### config.mk
export PLATFORM = sky130hd
export DESIGN_NAME = irq_present_ctrl
export DESIGN_NICKNAME = d
export VERILOG_FILES = /design/src/rtl/ipc_pkg.sv /design/src/rtl/ipc_offer_gate.sv /design/src/rtl/ipc_ipi_gate.sv /design/src/rtl/irq_present_ctrl.sv
export SDC_FILE = /design/constraint.sdc
export NUM_CORES = 1
export LEC_CHECK = 0
export CAP_MARGIN = 5
export CORE_MARGIN = 5
export CORE_UTILIZATION = 50
export DETAILED_ROUTE_END_ITERATION = 8
export MAX_ROUTING_LAYER = met4
export PLACE_DENSITY = 0.81
export SLEW_MARGIN = 20
export SYNTH_ARGS = -nofsm -noshare
export SYNTH_HDL_FRONTEND = slang
export SYNTH_SLANG_ARGS = --single-unit
### constraint.sdc
create_clock -name clk_i -period 6.2 [get_ports clk_i]
set_input_delay 1.24 -clock clk_i [delete_from_list [all_inputs] [get_ports clk_i]]
set_output_delay 1.24 -clock clk_i [all_outputs]
set_load 0.02 [all_outputs]
### src/rtl/ipc_pkg.sv
package ipc_pkg;
  localparam int unsigned DEF_PRIO_W  = 8;
  localparam int unsigned DEF_SRC_W   = 24;
  localparam int unsigned DEF_IPI_SRC = 2;

  typedef enum logic [1:0] {
    OP_SET_PRIO = 2'd0,
    OP_SET_IPI  = 2'd1,
    OP_ACCEPT   = 2'd2,
    OP_EOI      = 2'd3
  } op_e;
endpackage

### src/rtl/ipc_offer_gate.sv
module ipc_offer_gate #(
  parameter int unsigned PRIO_W = 8,
  parameter int unsigned SRC_W  = 24
) (
  input  logic [PRIO_W-1:0] cppr_i,
  input  logic [SRC_W-1:0]  xisr_i,
  input  logic [PRIO_W-1:0] pend_i,
  input  logic [PRIO_W-1:0] prio_i,
  output logic              take_o,
  output logic              evict_o
);
  logic busy;
  logic blocked;

  assign busy    = |xisr_i;
  assign blocked = (prio_i >= cppr_i) || (busy && (pend_i <= prio_i));
  assign take_o  = !blocked;
  assign evict_o = !blocked && busy;
endmodule

### src/rtl/ipc_ipi_gate.sv
module ipc_ipi_gate #(
  parameter int unsigned PRIO_W = 8,
  parameter int unsigned SRC_W  = 24
) (
  input  logic [PRIO_W-1:0] mfrr_i,
  input  logic [PRIO_W-1:0] cppr_i,
  input  logic [SRC_W-1:0]  xisr_i,
  input  logic [PRIO_W-1:0] pend_i,
  output logic              take_o,
  output logic              evict_o
);
  logic busy;
  logic want;
  logic held;

  assign busy    = |xisr_i;
  assign want    = mfrr_i < cppr_i;
  // a pending source at least as favoured keeps the slot
  assign held    = busy && (pend_i <= mfrr_i);
  assign take_o  = want && !held;
  assign evict_o = want && !held && busy;
endmodule

### src/rtl/irq_present_ctrl.sv
module irq_present_ctrl #(
  parameter int unsigned PRIO_W  = ipc_pkg::DEF_PRIO_W,
  parameter int unsigned SRC_W   = ipc_pkg::DEF_SRC_W,
  parameter int unsigned IPI_SRC = ipc_pkg::DEF_IPI_SRC,
  localparam int unsigned WORD_W = PRIO_W + SRC_W
) (
  input  logic              clk_i,
  input  logic              rst_ni,
  input  logic              offer_valid_i,
  input  logic [SRC_W-1:0]  offer_src_i,
  input  logic [PRIO_W-1:0] offer_prio_i,
  input  logic              op_valid_i,
  input  logic [1:0]        op_kind_i,
  input  logic [WORD_W-1:0] op_data_i,
  output logic              irq_o,
  output logic              resp_valid_o,
  output logic [WORD_W-1:0] resp_word_o,
  output logic              reject_o,
  output logic [SRC_W-1:0]  reject_src_o,
  output logic              resend_o,
  output logic              eoi_o,
  output logic [SRC_W-1:0]  eoi_src_o
);
  import ipc_pkg::*;

  localparam logic [SRC_W-1:0]  IPI_NUM  = SRC_W'(IPI_SRC);
  localparam logic [PRIO_W-1:0] PRIO_MIN = '1;

  // presentation state
  logic [PRIO_W-1:0] cppr_q, cppr_d;
  logic [SRC_W-1:0]  xisr_q, xisr_d;
  logic [PRIO_W-1:0] pend_q, pend_d;
  logic [PRIO_W-1:0] mfrr_q, mfrr_d;
  logic              irq_q,  irq_d;

  // outbound pulses
  logic              rej_q, rej_d;
  logic [SRC_W-1:0]  rej_src_q, rej_src_d;
  logic              rsnd_q, rsnd_d;
  logic              eoi_q, eoi_d;
  logic [SRC_W-1:0]  eoi_src_q, eoi_src_d;
  logic              rv_q, rv_d;
  logic [WORD_W-1:0] rw_q, rw_d;

  op_e               op_kind;
  logic [PRIO_W-1:0] op_prio;
  logic [PRIO_W-1:0] eoi_prio;
  logic [PRIO_W-1:0] rs_cppr;
  logic              ofr_take, ofr_evict;
  logic              ipw_take, ipw_evict;
  logic              ipr_take, ipr_evict;

  assign op_kind  = op_e'(op_kind_i);
  assign op_prio  = op_data_i[PRIO_W-1:0];
  assign eoi_prio = op_data_i[WORD_W-1:SRC_W];
  // priority the resend sequence compares against
  assign rs_cppr  = (op_kind == OP_EOI) ? eoi_prio : op_prio;

  ipc_offer_gate #(.PRIO_W(PRIO_W), .SRC_W(SRC_W)) u_offer_gate (
    .cppr_i  (cppr_q),
    .xisr_i  (xisr_q),
    .pend_i  (pend_q),
    .prio_i  (offer_prio_i),
    .take_o  (ofr_take),
    .evict_o (ofr_evict)
  );

  // request-register write path
  ipc_ipi_gate #(.PRIO_W(PRIO_W), .SRC_W(SRC_W)) u_ipi_wr_gate (
    .mfrr_i  (op_prio),
    .cppr_i  (cppr_q),
    .xisr_i  (xisr_q),
    .pend_i  (pend_q),
    .take_o  (ipw_take),
    .evict_o (ipw_evict)
  );

  // resend path: only entered with an empty slot
  ipc_ipi_gate #(.PRIO_W(PRIO_W), .SRC_W(SRC_W)) u_ipi_rs_gate (
    .mfrr_i  (mfrr_q),
    .cppr_i  (rs_cppr),
    .xisr_i  ('0),
    .pend_i  (pend_q),
    .take_o  (ipr_take),
    .evict_o (ipr_evict)
  );

  always_comb begin
    cppr_d    = cppr_q;
    xisr_d    = xisr_q;
    pend_d    = pend_q;
    mfrr_d    = mfrr_q;
    irq_d     = irq_q;
    rej_d     = 1'b0;
    rej_src_d = '0;
    rsnd_d    = 1'b0;
    eoi_d     = 1'b0;
    eoi_src_d = '0;
    rv_d      = 1'b0;
    rw_d      = '0;

    if (op_valid_i) begin
      unique case (op_kind)
        OP_SET_PRIO: begin
          cppr_d = op_prio;
          if (op_prio < cppr_q) begin
            if ((xisr_q != '0) && (op_prio <= pend_q)) begin
              xisr_d    = '0;
              irq_d     = 1'b0;
              rej_d     = 1'b1;
              rej_src_d = xisr_q;
            end
          end else if (xisr_q == '0) begin
            rsnd_d = 1'b1;
            if (ipr_take) begin
              xisr_d = IPI_NUM;
              pend_d = mfrr_q;
              irq_d  = 1'b1;
            end
          end
        end
        OP_SET_IPI: begin
          mfrr_d = op_prio;
          if (ipw_take) begin
            xisr_d = IPI_NUM;
            pend_d = op_prio;
            irq_d  = 1'b1;
            if (ipw_evict) begin
              rej_d     = 1'b1;
              rej_src_d = xisr_q;
            end
          end
        end
        OP_ACCEPT: begin
          rv_d   = 1'b1;
          rw_d   = {cppr_q, xisr_q};
          irq_d  = 1'b0;
          cppr_d = pend_q;
          xisr_d = '0;
        end
        OP_EOI: begin
          eoi_d     = 1'b1;
          eoi_src_d = op_data_i[SRC_W-1:0];
          cppr_d    = eoi_prio;
          if (xisr_q == '0) begin
            rsnd_d = 1'b1;
            if (ipr_take) begin
              xisr_d = IPI_NUM;
              pend_d = mfrr_q;
              irq_d  = 1'b1;
            end
          end
        end
        default: ;
      endcase
    end else if (offer_valid_i) begin
      if (ofr_take) begin
        xisr_d = offer_src_i;
        pend_d = offer_prio_i;
        irq_d  = 1'b1;
        if (ofr_evict) begin
          rej_d     = 1'b1;
          rej_src_d = xisr_q;
        end
      end else begin
        rej_d     = 1'b1;
        rej_src_d = offer_src_i;
      end
    end
  end

  always_ff @(posedge clk_i or negedge rst_ni) begin
    if (!rst_ni) begin
      cppr_q    <= '0;
      xisr_q    <= '0;
      pend_q    <= '0;
      mfrr_q    <= PRIO_MIN;
      irq_q     <= 1'b0;
      rej_q     <= 1'b0;
      rej_src_q <= '0;
      rsnd_q    <= 1'b0;
      eoi_q     <= 1'b0;
      eoi_src_q <= '0;
      rv_q      <= 1'b0;
      rw_q      <= '0;
    end else begin
      cppr_q    <= cppr_d;
      xisr_q    <= xisr_d;
      pend_q    <= pend_d;
      mfrr_q    <= mfrr_d;
      irq_q     <= irq_d;
      rej_q     <= rej_d;
      rej_src_q <= rej_src_d;
      rsnd_q    <= rsnd_d;
      eoi_q     <= eoi_d;
      eoi_src_q <= eoi_src_d;
      rv_q      <= rv_d;
      rw_q      <= rw_d;
    end
  end

  assign irq_o        = irq_q;
  assign resp_valid_o = rv_q;
  assign resp_word_o  = rw_q;
  assign reject_o     = rej_q;
  assign reject_src_o = rej_src_q;
  assign resend_o     = rsnd_q;
  assign eoi_o        = eoi_q;
  assign eoi_src_o    = eoi_src_q;

  logic unused_ok;
  assign unused_ok = ipr_evict;
endmodule

# After elaboration in Yosys (flattened, before gate mapping)
# Cells that the tools add are included.
# totals
reg_bits	133
latchBits	0
ramBits	0
rom_bits	0
inputBits	70
out_inout_bits	85
word_cells	103
memories	0
# classes
addsub	0
mul	0
div	0
n_lt_le_gt_ge	6
eq_ne	8
shifts	0
mux	58
bitwise	0
n_reduce_logical	19
# ops
op	n
24-bit two-way mux	18
24-bit one-hot mux with 4 select lines	1
32-bit two-way mux	2
8-bit two-way mux	8
24-bit one-hot mux with 2 select lines	1
8-bit one-hot mux with 3 select lines	2
8-bit less-or-equal comparator	3
24-bit logical NOT	1
24-bit nonzero test	1
24-bit OR reduction	1
1-bit two-way mux	23
8-bit less-than comparator	2
8-bit greater-or-equal comparator	1
1-bit logical AND	6
3-bit != test (second input constant)	2
5-bit AND reduction	1
2-bit == test (second input constant)	2
4-bit by 1-bit != test with 1-bit output (second input constant)	1
4-bit != test (second input constant)	1
1-bit one-hot mux with 2 select lines	2
1-bit one-hot mux with 4 select lines	1
2-bit AND reduction	2
4-bit AND reduction	1
3-bit nonzero test	1
6 further kinds	7

# Depth between registers and ports, before layout
# Gate-level depths: netlist of the first run.
# logic_depth
ltp_word	9
depth_mapped	14
depth_no_buf	10

# Hierarchy
# From an unflattened synthesis of the first run, not the netlist that was laid out.
# hier_totals
cells_unflattened	633
hier_area_um2	6924.1
# modules_own_cells
mod	n_inst	cells_each	area_each_um2	seq_area_each_um2
irq_present_ctrl	1	451	5560.3	3338.2
ipc_ipi_gate	2	60	449.2	0.0
ipc_offer_gate	1	62	465.4	0.0

# Worst setup path before layout of the first run
# OpenSTA, ideal clock, no wires.
# synth_path
path_type	input-to-reg
from	in op_kind_i[0]
to	reg pend_q[1]
setup_time_ns	0.125
arrival_ns	3.894
required_time_ns	6.075
path_slack_ns	2.181
cell_stages	13
n_path_buf	3
cell_sequence	ha_1 > clkbuf_1 > clkbuf_1 > clkbuf_1 > mux2i_1 > ha_1 > o21ai_0 > a21oi_1 > o31ai_1 > nand4_1 > nand2b_1 > nand3_4 > mux2_4
# synth_between
elab_chain_len	8
elab_cells_between_ends	14
classes_between	1 x order compare; 5 x eq/ne; 6 x mux; 2 x reduce/logical
# synth_lines
element	line_no	source
from (decl)	irq_present_ctrl.sv:13	input logic [1:0] op_kind_i,
2-bit == test	irq_present_ctrl.sv:57, irq_present_ctrl.sv:103	
8-bit two-way mux	irq_present_ctrl.sv:57	assign rs_cppr = (op_kind == OP_EOI) ? eoi_prio : op_prio;
8-bit less-than comparator	ipc_ipi_gate.sv:17	assign want = mfrr_i < cppr_i;
8-bit two-way mux (3 in a row)	--	
8-bit one-hot mux with 3 select lines	irq_present_ctrl.sv:103	unique case (op_kind)
8-bit two-way mux	irq_present_ctrl.sv:102	if (op_valid_i) begin
to (signal assigned)	irq_present_ctrl.sv:189	pend_q <= pend_d;
to (decl)	irq_present_ctrl.sv:32	logic [PRIO_W-1:0] pend_q, pend_d;
# Several ways; a longest one is shown, not always the timed one. The select of a mux whose other input is x is not followed.
# A chain may end at the register's enable or synchronous reset.

# Final worst setup path of the first run
# layout_path
from	in op_kind_i[0]
to	reg xisr_q[14]
# layout_between
elab_chain_len	8
elab_cells_between_ends	14
classes_between	1 x order compare; 5 x eq/ne; 6 x mux; 2 x reduce/logical
# layout_lines
element	line_no	source
2-bit == test	irq_present_ctrl.sv:57, irq_present_ctrl.sv:103	
8-bit two-way mux	irq_present_ctrl.sv:57	
8-bit less-than comparator	ipc_ipi_gate.sv:17	
24-bit two-way mux (3 in a row)	--	
24-bit one-hot mux with 4 select lines	irq_present_ctrl.sv:103	
24-bit two-way mux	irq_present_ctrl.sv:102	
to (signal assigned)	irq_present_ctrl.sv:188	xisr_q <= xisr_d;
to (decl)	irq_present_ctrl.sv:31	logic [SRC_W-1:0] xisr_q, xisr_d;
# Several ways; a longest one is shown, not always the timed one.

==> flow_summary.toml, run 1 <==
[status]
outcome = "completed"

[run]
maxCapViolCount = 0

[critical_path]
startpoint = "op_kind_i[0]"
reg2regPathDepth = 9
cp.required_ns = 6.50
cp_max_fo = 27
r2r-start = "cppr_q[7]"
path_depth = 12
cp-start-kind = "input pin"
cp_cell_sequence = "clkdlybuf4s50_1 > ha_1 > buf_4 > mux2i_1 > ha_1 > nand4_1 > nor2_1 > o31ai_1 > nand4_1 > nand2_1 > nand3_4 > a22o_1"
endpoint = "xisr_q[14]"
slowest_delay_ns = 0.51
cp_slowest_cell = "clkdlybuf4s50_1"
r2r_end = "reject_src_o[7]"
rrSetupSlack_ns = 3.47
path_delay_family = "buffers and inverters"
worst-setup-path-type = "in2reg"
arrival_ns = 4.37
cp-end-kind = "flop"
path_buf_inv = 2

[timing]
setup_viol = 0
fmax_ghz = 0.246
totalNegativeSetupSlack_ns = 0
grt_setup_unrepaired = "no"
drv_slew = 0
hold_viol_final = 0
fin_crit_sh_pct = 65.7
post-route-min-period_ns = 4.07
worst_slew_pin_slew_ns = 1.06
skew_ns = 0.00758
relSlewSlack_pct = 29.2

[synth]
netlist_area_um2 = 6180
synth_top_family_by_area = "compound AO/OA/AOI/OAI gates"
synth_ff_type = "dfrtp_1"
avgSynthCellArea_um2 = 11.8
yosysSeqAreaShare_pct = 54.0
syn-num-nets = 638
synth-edff-count = 0
synth_top_area_share_pct = 50.6
ys_ff_latch = 133
synth_xor_area_share_pct = 0
synthCells = 526
synthTopCellsByArea = "dfrtp_1 (51%), ha_1 (8.5%), a22o_1 (7.9%)"
synth_warnings = 0
yosysTopAreaCell = "dfrtp_1"
yosys-mux-area-fraction_pct = 4.66
synth_fa_ha_area_share_pct = 8.50
synthDistinctLibCells = 46
synth-simple-area-share_pct = 11.7
synthArstFlopShare_pct = 100
synth_compound_area_share_pct = 17.3

[finish]
area_delta_synth_final_pct = 36.9
drive_gt1_share_pct = 10.4
antenna_cells = 0
most-common-layout-cells = "clkdlybuf4s50_1 (152), dfrtp_1 (125), a22o_1 (56)"
fin_util_pct = 70.1
final_common_cell = "clkdlybuf4s50_1"
fin_nets = 788
fill_cells = 827

[placed_design]
hpwl_um = 12300
gp_congestion = 0.923
io_buffers = 154

[cts]
clock_latency_ns = 0.42
path_clk_slew_ns = 0.06
cts_tree = "built"
cts_root_buffer = "clkbuf_16"
ctsHtreeMaxLevel = 4
clock-sinks = 133
ctsResizeCount = 0
ctsLongestPathBuffers = 2
cts-buffers-inserted = 17
cts_hold_buf = 0
post-cts-setup-buffers = 0

[die]
pin_count = 155
initial_core_util_pct = 51.2
rows = 40
core_um2 = 12100
fp.dieH_um = 121
die_area_um2 = 14700
fp.dieW_um = 121

[power_and_ir_drop]
p_seq_share_pct = 37.2
ir_drop_mv = 0.219
pwr-share-clk_pct = 30.8
power.internal_w = 0.00213
switching_share_pct = 33.9
leakage_nw = 4.07
p_sw_w = 0.00109
power_density_nw_per_um2 = 380
comb_power_share_pct = 32.0

[detailed_routing]
drt_iter0_markers = 428
via_count = 4915
drc_errors = 0
firstDrtPassIters = 4
postRouteAntennaNets = 0
vias_per_cell = 5.74
drt-total-wl_um = 17300
wire_per_inst_um = 20.2

[global_routing]
grt_start_max_net_pins = 77
grtUsageTotal_pct = 25.1
grt_pass1_vias = 4912
antenna_found_initial = 0
globalRouteOverflowTotal = 0
grt_pass1_wl_um = 27500

[hold_path]
hold_path_class = "reg2reg"
## stage by stage
step	instance area [um2]	std cells	hold WS, ns	power, W	worst slack [ns]
after floorplan	6180	526	0.470	0.00183	2.18
after global placement	7860	825	0.494	0.00219	1.86
after detailed placement	7870	825	0.503	0.00222	1.71
after CTS	8450	857	0.512	0.00323	2.16
after global routing	8460	857	0.529	0.00339	1.92
final	8460	857	0.511	0.00322	2.13
## flip-flops by register name, summed over array words and instances (netlist names)
name	flops
cppr_q	8
eoi_o	1
eoi_src_o	24
irq_o	1
mfrr_q	8
pend_q	8
reject_o	1
reject_src_o	24
resend_o	1
resp_valid_o	1
resp_word_o	32
xisr_q	24
## synthesized netlist by cell type, drive strengths merged, types with 3 or more instances
master / number
dfrtp: 125
a22o: 56
and3: 50
ha: 42
a21oi: 30
inv: 29
nor2: 26
nand2: 21
clkbuf: 19
o21ai: 18
mux2i: 16
a211oi: 11
buf: 9
mux2: 9
dfstp: 8
nand4: 7
nor4: 7
nand3: 6
nand2b: 4
nor2b: 4
o21a: 4
o31ai: 3
## how the worst min path moves through the flow
stage | start | end | slack (ns) | depth (start not counted)
final | mfrr_q[4] | mfrr_q[4] | 0.51 | 2
after global routing | mfrr_q[6] | mfrr_q[6] | 0.53 | 2
after CTS | mfrr_q[4] | mfrr_q[4] | 0.51 | 2
after detailed placement | cppr_q[2] | resp_word_o[26] | 0.50 | 1
after global placement | mfrr_q[7] | mfrr_q[7] | 0.49 | 2
after floorplan | mfrr_q[1] | mfrr_q[1] | 0.47 | 2
## kinds of logic after synthesis
| kind of cell | count (synthesis) |
|---|---|
| AO/OA/AOI/OAI | 139 |
| adder cells (fa/ha/maj) | 42 |
| buffers and inverters | 57 |
| flip-flops | 133 |
| multiplexers | 25 |
| AND/OR/NAND/NOR | 130 |
## per-layer routing
layer	share of wire [%]	vias to the layer above	GRT usage, %
met5	0	-	-
met3	5.6	26	4.80
met2	49	193	39.4
met4	2.2	0	8.96
met1	43	2457	32.8
li1	-	2239	-
## power by group through the flow
| stage | Clock [W] | Combinational [W] | Sequential, W |
|---|---|---|---|
| floorplan | 0 | 0.000599 | 0.00123 |
| detailed placement | 0 | 0.00102 | 0.00121 |
| global placement | 0 | 0.000988 | 0.00120 |
| global route | 0.00105 | 0.00113 | 0.00122 |
| finish | 0.000991 | 0.00103 | 0.00120 |
| CTS | 0.00101 | 0.00103 | 0.00119 |
## area by class of cell
type	instances	area (um2)	area share, %
flip-flops and latches	133	3340	39.5
multi-input cells	336	2640	31.2
repair buffers	159	1580	18.6
clock buffers	18	439	5.19
well taps	168	210	2.48
clock inverters	14	149	1.76
inverters	29	109	1.29
## worst min-delay path, delay by kind of cell (launching register included)
kind | cells | cell delay, ns
flip-flops | 1 | 0.39
AO/OA/AOI/OAI | 1 | 0.07
AND/OR/NAND/NOR | 1 | 0.05
Note: power is estimated with default switching activity, not from simulation.
==> run 2: changes to the inputs <==
- CORE_UTILIZATION: 50 -> 49
- PLACE_DENSITY: 0.81 -> 0.8
- clock period: 6.2 -> 3.9 ns (I/O delays scaled with it)
==> run 2 against run 1 <==
Net effect:
- non-clock buffer count is 14 higher
- sequential share of layout area is 0.64 points lower
- die area is 1.9% higher
- global-route usage is 1.1 points lower
- via count is 0.77% higher
- setup slack worse by 1.6 ns
- critical path type unchanged
- critical endpoint is now xisr_q[20]
- largest power group unchanged
- highest routed layer unchanged
==> flow_summary.toml, run 2 (synthesized netlist as in run 1, its figures left out) <==
[critical_path]
path_delay_family = "buffers and inverters"
r2r-start = "cppr_q[7]"
arrival_ns = 3.69
rrSetupSlack_ns = 1.21
r2r_end = "reject_src_o[9]"
cp.required_ns = 4.20
cp_slowest_cell = "clkdlybuf4s50_1"
worst-setup-path-type = "in2reg"
cp-end-kind = "flop"
cp_cell_sequence = "clkdlybuf4s50_1 > ha_1 > buf_4 > mux2i_1 > ha_1 > nand4_1 > nor2_1 > o31ai_1 > nand4_1 > nand2_1 > nand3_4 > a22o_1"
path_buf_inv = 2
path_depth = 12
cp_max_fo = 23
slowest_delay_ns = 0.54
reg2regPathDepth = 9
cp-start-kind = "input pin"

[die]
rows = 41
core_um2 = 12500
pin_count = 155
fp.dieH_um = 122
fp.dieW_um = 122
die_area_um2 = 15000
initial_core_util_pct = 49.4

[status]
outcome = "completed"

[run]
maxCapViolCount = 0

[cts]
cts_root_buffer = "clkbuf_16"
cts-buffers-inserted = 17
path_clk_slew_ns = 0.05
post-cts-setup-buffers = 0
ctsLongestPathBuffers = 2
clock_latency_ns = 0.42
ctsHtreeMaxLevel = 4
cts_hold_buf = 0
clock-sinks = 133
cts_tree = "built"
ctsResizeCount = 0

[finish]
stdcell_count = 874
fin_nets = 802
antenna_cells = 0
fill_cells = 922
area_delta_synth_final_pct = 39.1
drive_gt1_share_pct = 12.1
fin_util_pct = 68.7
most-common-layout-cells = "clkdlybuf4s50_1 (152), dfrtp_1 (125), a22o_1 (56)"
largest_reg_flops = 32
final_common_cell = "clkdlybuf4s50_1"

[detailed_routing]
firstDrtPassIters = 5
drt_iter0_markers = 411
drc_errors = 0
postRouteAntennaNets = 0
vias_per_cell = 5.67
wire_per_inst_um = 19.1
via_count = 4953
drt-total-wl_um = 16700

[timing]
grt_setup_unrepaired = "no"
post-route-min-period_ns = 3.38
skew_ns = 0.00723
drv_slew = 0
hold_viol_final = 0
setup_viol = 0
relSlewSlack_pct = 35.6
fin_crit_sh_pct = 86.8
worst_slew_pin_slew_ns = 0.966
fmax_ghz = 0.295
totalNegativeSetupSlack_ns = 0

[global_routing]
grt_pass1_vias = 5097
grt_start_max_net_pins = 61
grtUsageTotal_pct = 24.0
grt_pass1_wl_um = 26800
globalRouteOverflowTotal = 0
antenna_found_initial = 0

[placed_design]
dp_cells = 843
hpwl_um = 12000
io_buffers = 154
gp_congestion = 0.926

[power_and_ir_drop]
leakage_nw = 4.16
power_density_nw_per_um2 = 607
ir_drop_mv = 0.257

[hold_path]
hold_path_class = "in2async"
## run 2: cell types whose count changed in the layout (fill, tap and decap cells not counted), sizes merged
cell      before  now
buf            7   21
bufinv         2    4
clkbuf        18   17
clkinv         5    4
clkinvlp       3    2
## run 2: layer usage
layer	up-vias	share of wire, %	global-route usage (%)
met5	-	0	-
li1	2271	-	-
met3	35	6.5	6.08
met1	2441	42	29.8
met2	206	49	38.6
met4	0	2.5	8.26
## run 2: worst max path at each step
stage	start	to	slack [ns]
floorplan	op_kind_i[0]	pend_q[1]	0.34
finish	op_kind_i[0]	xisr_q[20]	0.52
detailed placement	op_kind_i[0]	xisr_q[20]	0.12
global placement	op_kind_i[0]	xisr_q[21]	0.19
global route	op_kind_i[0]	xisr_q[18]	0.37
CTS	op_kind_i[0]	xisr_q[20]	0.56
## run 2: worst register-to-register path, cell delays in order, from the launching register on
cell	delay, ns
dfrtp_1	0.37
inv_1	0.10
ha_1	0.25
a211oi_1	0.31
o21ai_0	0.16
a41oi_1	0.21
or2_1	0.20
nand3_1	0.17
o32ai_4	0.55
a22o_1	0.29
## run 2: final cells by class
class / count / area (um2) / share of cell area, %
inverter: 29 / 109 / 1.27
clock inverter: 14 / 198 / 2.30
multi-input combinational: 336 / 2630 / 30.5
tap: 172 / 215 / 2.50
sequential: 133 / 3340 / 38.8
timing repair buffer: 173 / 1690 / 19.6
clock buffer: 17 / 425 / 4.95
## run 2: metrics by stage
stage / total power (W) / hold slack (ns) / cell area (um2) / worst slack (ns)
final: 0.00522 / 0.442 / 8600 / 0.515
after floorplan: 0.00291 / 0.470 / 6180 / 0.341
after CTS: 0.00524 / 0.467 / 8600 / 0.558
after global placement: 0.00348 / 0.481 / 7980 / 0.189
after global routing: 0.00548 / 0.509 / 8600 / 0.375
after detailed placement: 0.00353 / 0.488 / 7980 / 0.124
## run 2: report_power, final
part           switching (W)  total, W  internal, W  leakage, nW
logic               0.000859   0.00164     0.000777         2.10
registers           0.000241   0.00190      0.00166         1.76
clock network       0.000610   0.00168      0.00107        0.301
total                0.00171   0.00522      0.00351         4.16
==> run 3: changes to the inputs <==
- CAP_MARGIN: 5 -> 20
- REMOVE_ABC_BUFFERS: not set -> 1
==> run 3 against run 2 <==
Net effect:
- non-clock buffer count is 5 lower
- final cell count down 0.46%
- wire length up 4.7%
- sequential power barely moved
- register-to-register slack better by 0.04 ns
- die area did not move
- clock power is 11% lower
==> flow_summary.toml, run 3 (synthesized netlist as in run 1, its figures left out) <==
[cts]
cts_tree = "built"
clock_latency_ns = 0.41
path_clk_slew_ns = 0.06
ctsResizeCount = 0
post-cts-setup-buffers = 0
cts-buffers-inserted = 17
ctsLongestPathBuffers = 2
cts_hold_buf = 0
ctsHtreeMaxLevel = 4
clock-sinks = 133
cts_root_buffer = "clkbuf_16"

[die]
fp.dieW_um = 122
die_area_um2 = 15000
fp.dieH_um = 122
initial_core_util_pct = 49.4
core_um2 = 12500
pin_count = 155
rows = 41

[critical_path]
worst-setup-path-type = "in2reg"
cp-start-kind = "input pin"
cp.required_ns = 4.19
arrival_ns = 3.62
cp-end-kind = "flop"
cp_max_fo = 23

[detailed_routing]
wire_per_inst_um = 20.1
vias_per_cell = 5.67
via_count = 4931
drc_errors = 0
firstDrtPassIters = 6
drt-total-wl_um = 17500
drt_iter0_markers = 541
postRouteAntennaNets = 0

[timing]
drv_slew = 0
fmax_ghz = 0.300
hold_ws_ns = 0.402
post-route-min-period_ns = 3.33
worst_slew_pin_slew_ns = 0.704
hold_viol_final = 0
setup_viol = 0
relSlewSlack_pct = 53.0
skew_ns = 0.00747
fin_crit_sh_pct = 85.3
totalNegativeSetupSlack_ns = 0
grt_setup_unrepaired = "no"

[finish]
antenna_cells = 0
fin_util_pct = 67.9
final_common_cell = "clkdlybuf4s50_1"
design_area_um2 = 8500
largest_reg_flops = 32
stdcell_count = 870
most-common-layout-cells = "clkdlybuf4s50_1 (152), dfrtp_1 (125), a22o_1 (56)"
area_delta_synth_final_pct = 37.4
fin_nets = 797
drive_gt1_share_pct = 11.5

[hold_path]
hold_path_class = "in2async"

[placed_design]
dp_cells = 838
gp_congestion = 0.982
placed_area_um2 = 7940
hpwl_um = 12700
io_buffers = 154

[run]
maxCapViolCount = 0

[global_routing]
grt_start_max_net_pins = 62
antenna_found_initial = 0
globalRouteOverflowTotal = 0
grt_pass1_vias = 5003
grtUsageTotal_pct = 24.6
grt_pass1_wl_um = 27400

[power_and_ir_drop]
power_density_nw_per_um2 = 592
leakage_nw = 4.10
ir_drop_mv = 0.361

[status]
outcome = "completed"
-- run 3: cell count changes in the layout (fill, tap and decap cells not counted), sizes merged --
cell,before,now
clkinvlp,2,4
inv,33,32
bufinv,4,1
clkinv,4,6
buf,21,16
clkbuf,17,18
-- run 3: critical path, stage by stage --
cell and delay [ns]:
clkdlybuf4s50_1 0.53, ha_1 0.39, buf_4 0.26, mux2i_1 0.22, ha_1 0.29, nand4_1 0.11
nor2_1 0.05, o31ai_1 0.06, nand4_1 0.19, nand2_1 0.15, nand3_4 0.25, a22o_1 0.33
-- run 3: metrics by stage --
| stage | worst slack, ns | total power (W) |
|---|---|---|
| CTS | 0.584 | 0.00505 |
| global route | 0.401 | 0.00528 |
| detailed placement | 0.219 | 0.00353 |
| finish | 0.572 | 0.00503 |
| floorplan | 0.637 | 0.00286 |
| global placement | 0.309 | 0.00346 |
-- run 3: area by class of cell --
| type | instances | area [um2] |
|---|---|---|
| clock buffer | 18 | 429 |
| fill | 916 | 4020 |
| sequential | 133 | 3340 |
| inverter | 29 | 109 |
| clock inverter | 14 | 128 |
| tap | 172 | 215 |
| multi-input combinational | 336 | 2630 |
| timing repair buffer | 168 | 1650 |
-- run 3: worst paths after layout --
path,startpoint,end,slack (ns),depth (start not counted)
max,op_kind_i[0],xisr_q[14],0.57,12
min,rst_ni,resp_valid_o,0.40,1
max reg2reg,cppr_q[7],xisr_q[14],1.25,9
min reg2reg,mfrr_q[3],mfrr_q[3],0.50,2
max in group asynchronous,rst_ni,eoi_src_o[8],2.73,2
min in group clk_i,mfrr_q[3],mfrr_q[3],0.50,2
-- run 3: metal layers --
| metal | part of all wire, % | vias up | GRT usage, % |
|---|---|---|---|
| met5 | 0 | - | - |
| met4 | 2.1 | 0 | 8.61 |
| met3 | 8.0 | 36 | 5.25 |
| met2 | 48 | 245 | 38.0 |
| met1 | 42 | 2401 | 32.3 |
| li1 | - | 2249 | - |
-- run 3: power by group --
part / leakage [nW] / internal (W) / switching [W]
Clock: 0.263 / 0.000880 / 0.000624
Combinational: 2.08 / 0.000770 / 0.000849
Sequential: 1.76 / 0.00166 / 0.000242
Total: 4.10 / 0.00331 / 0.00172
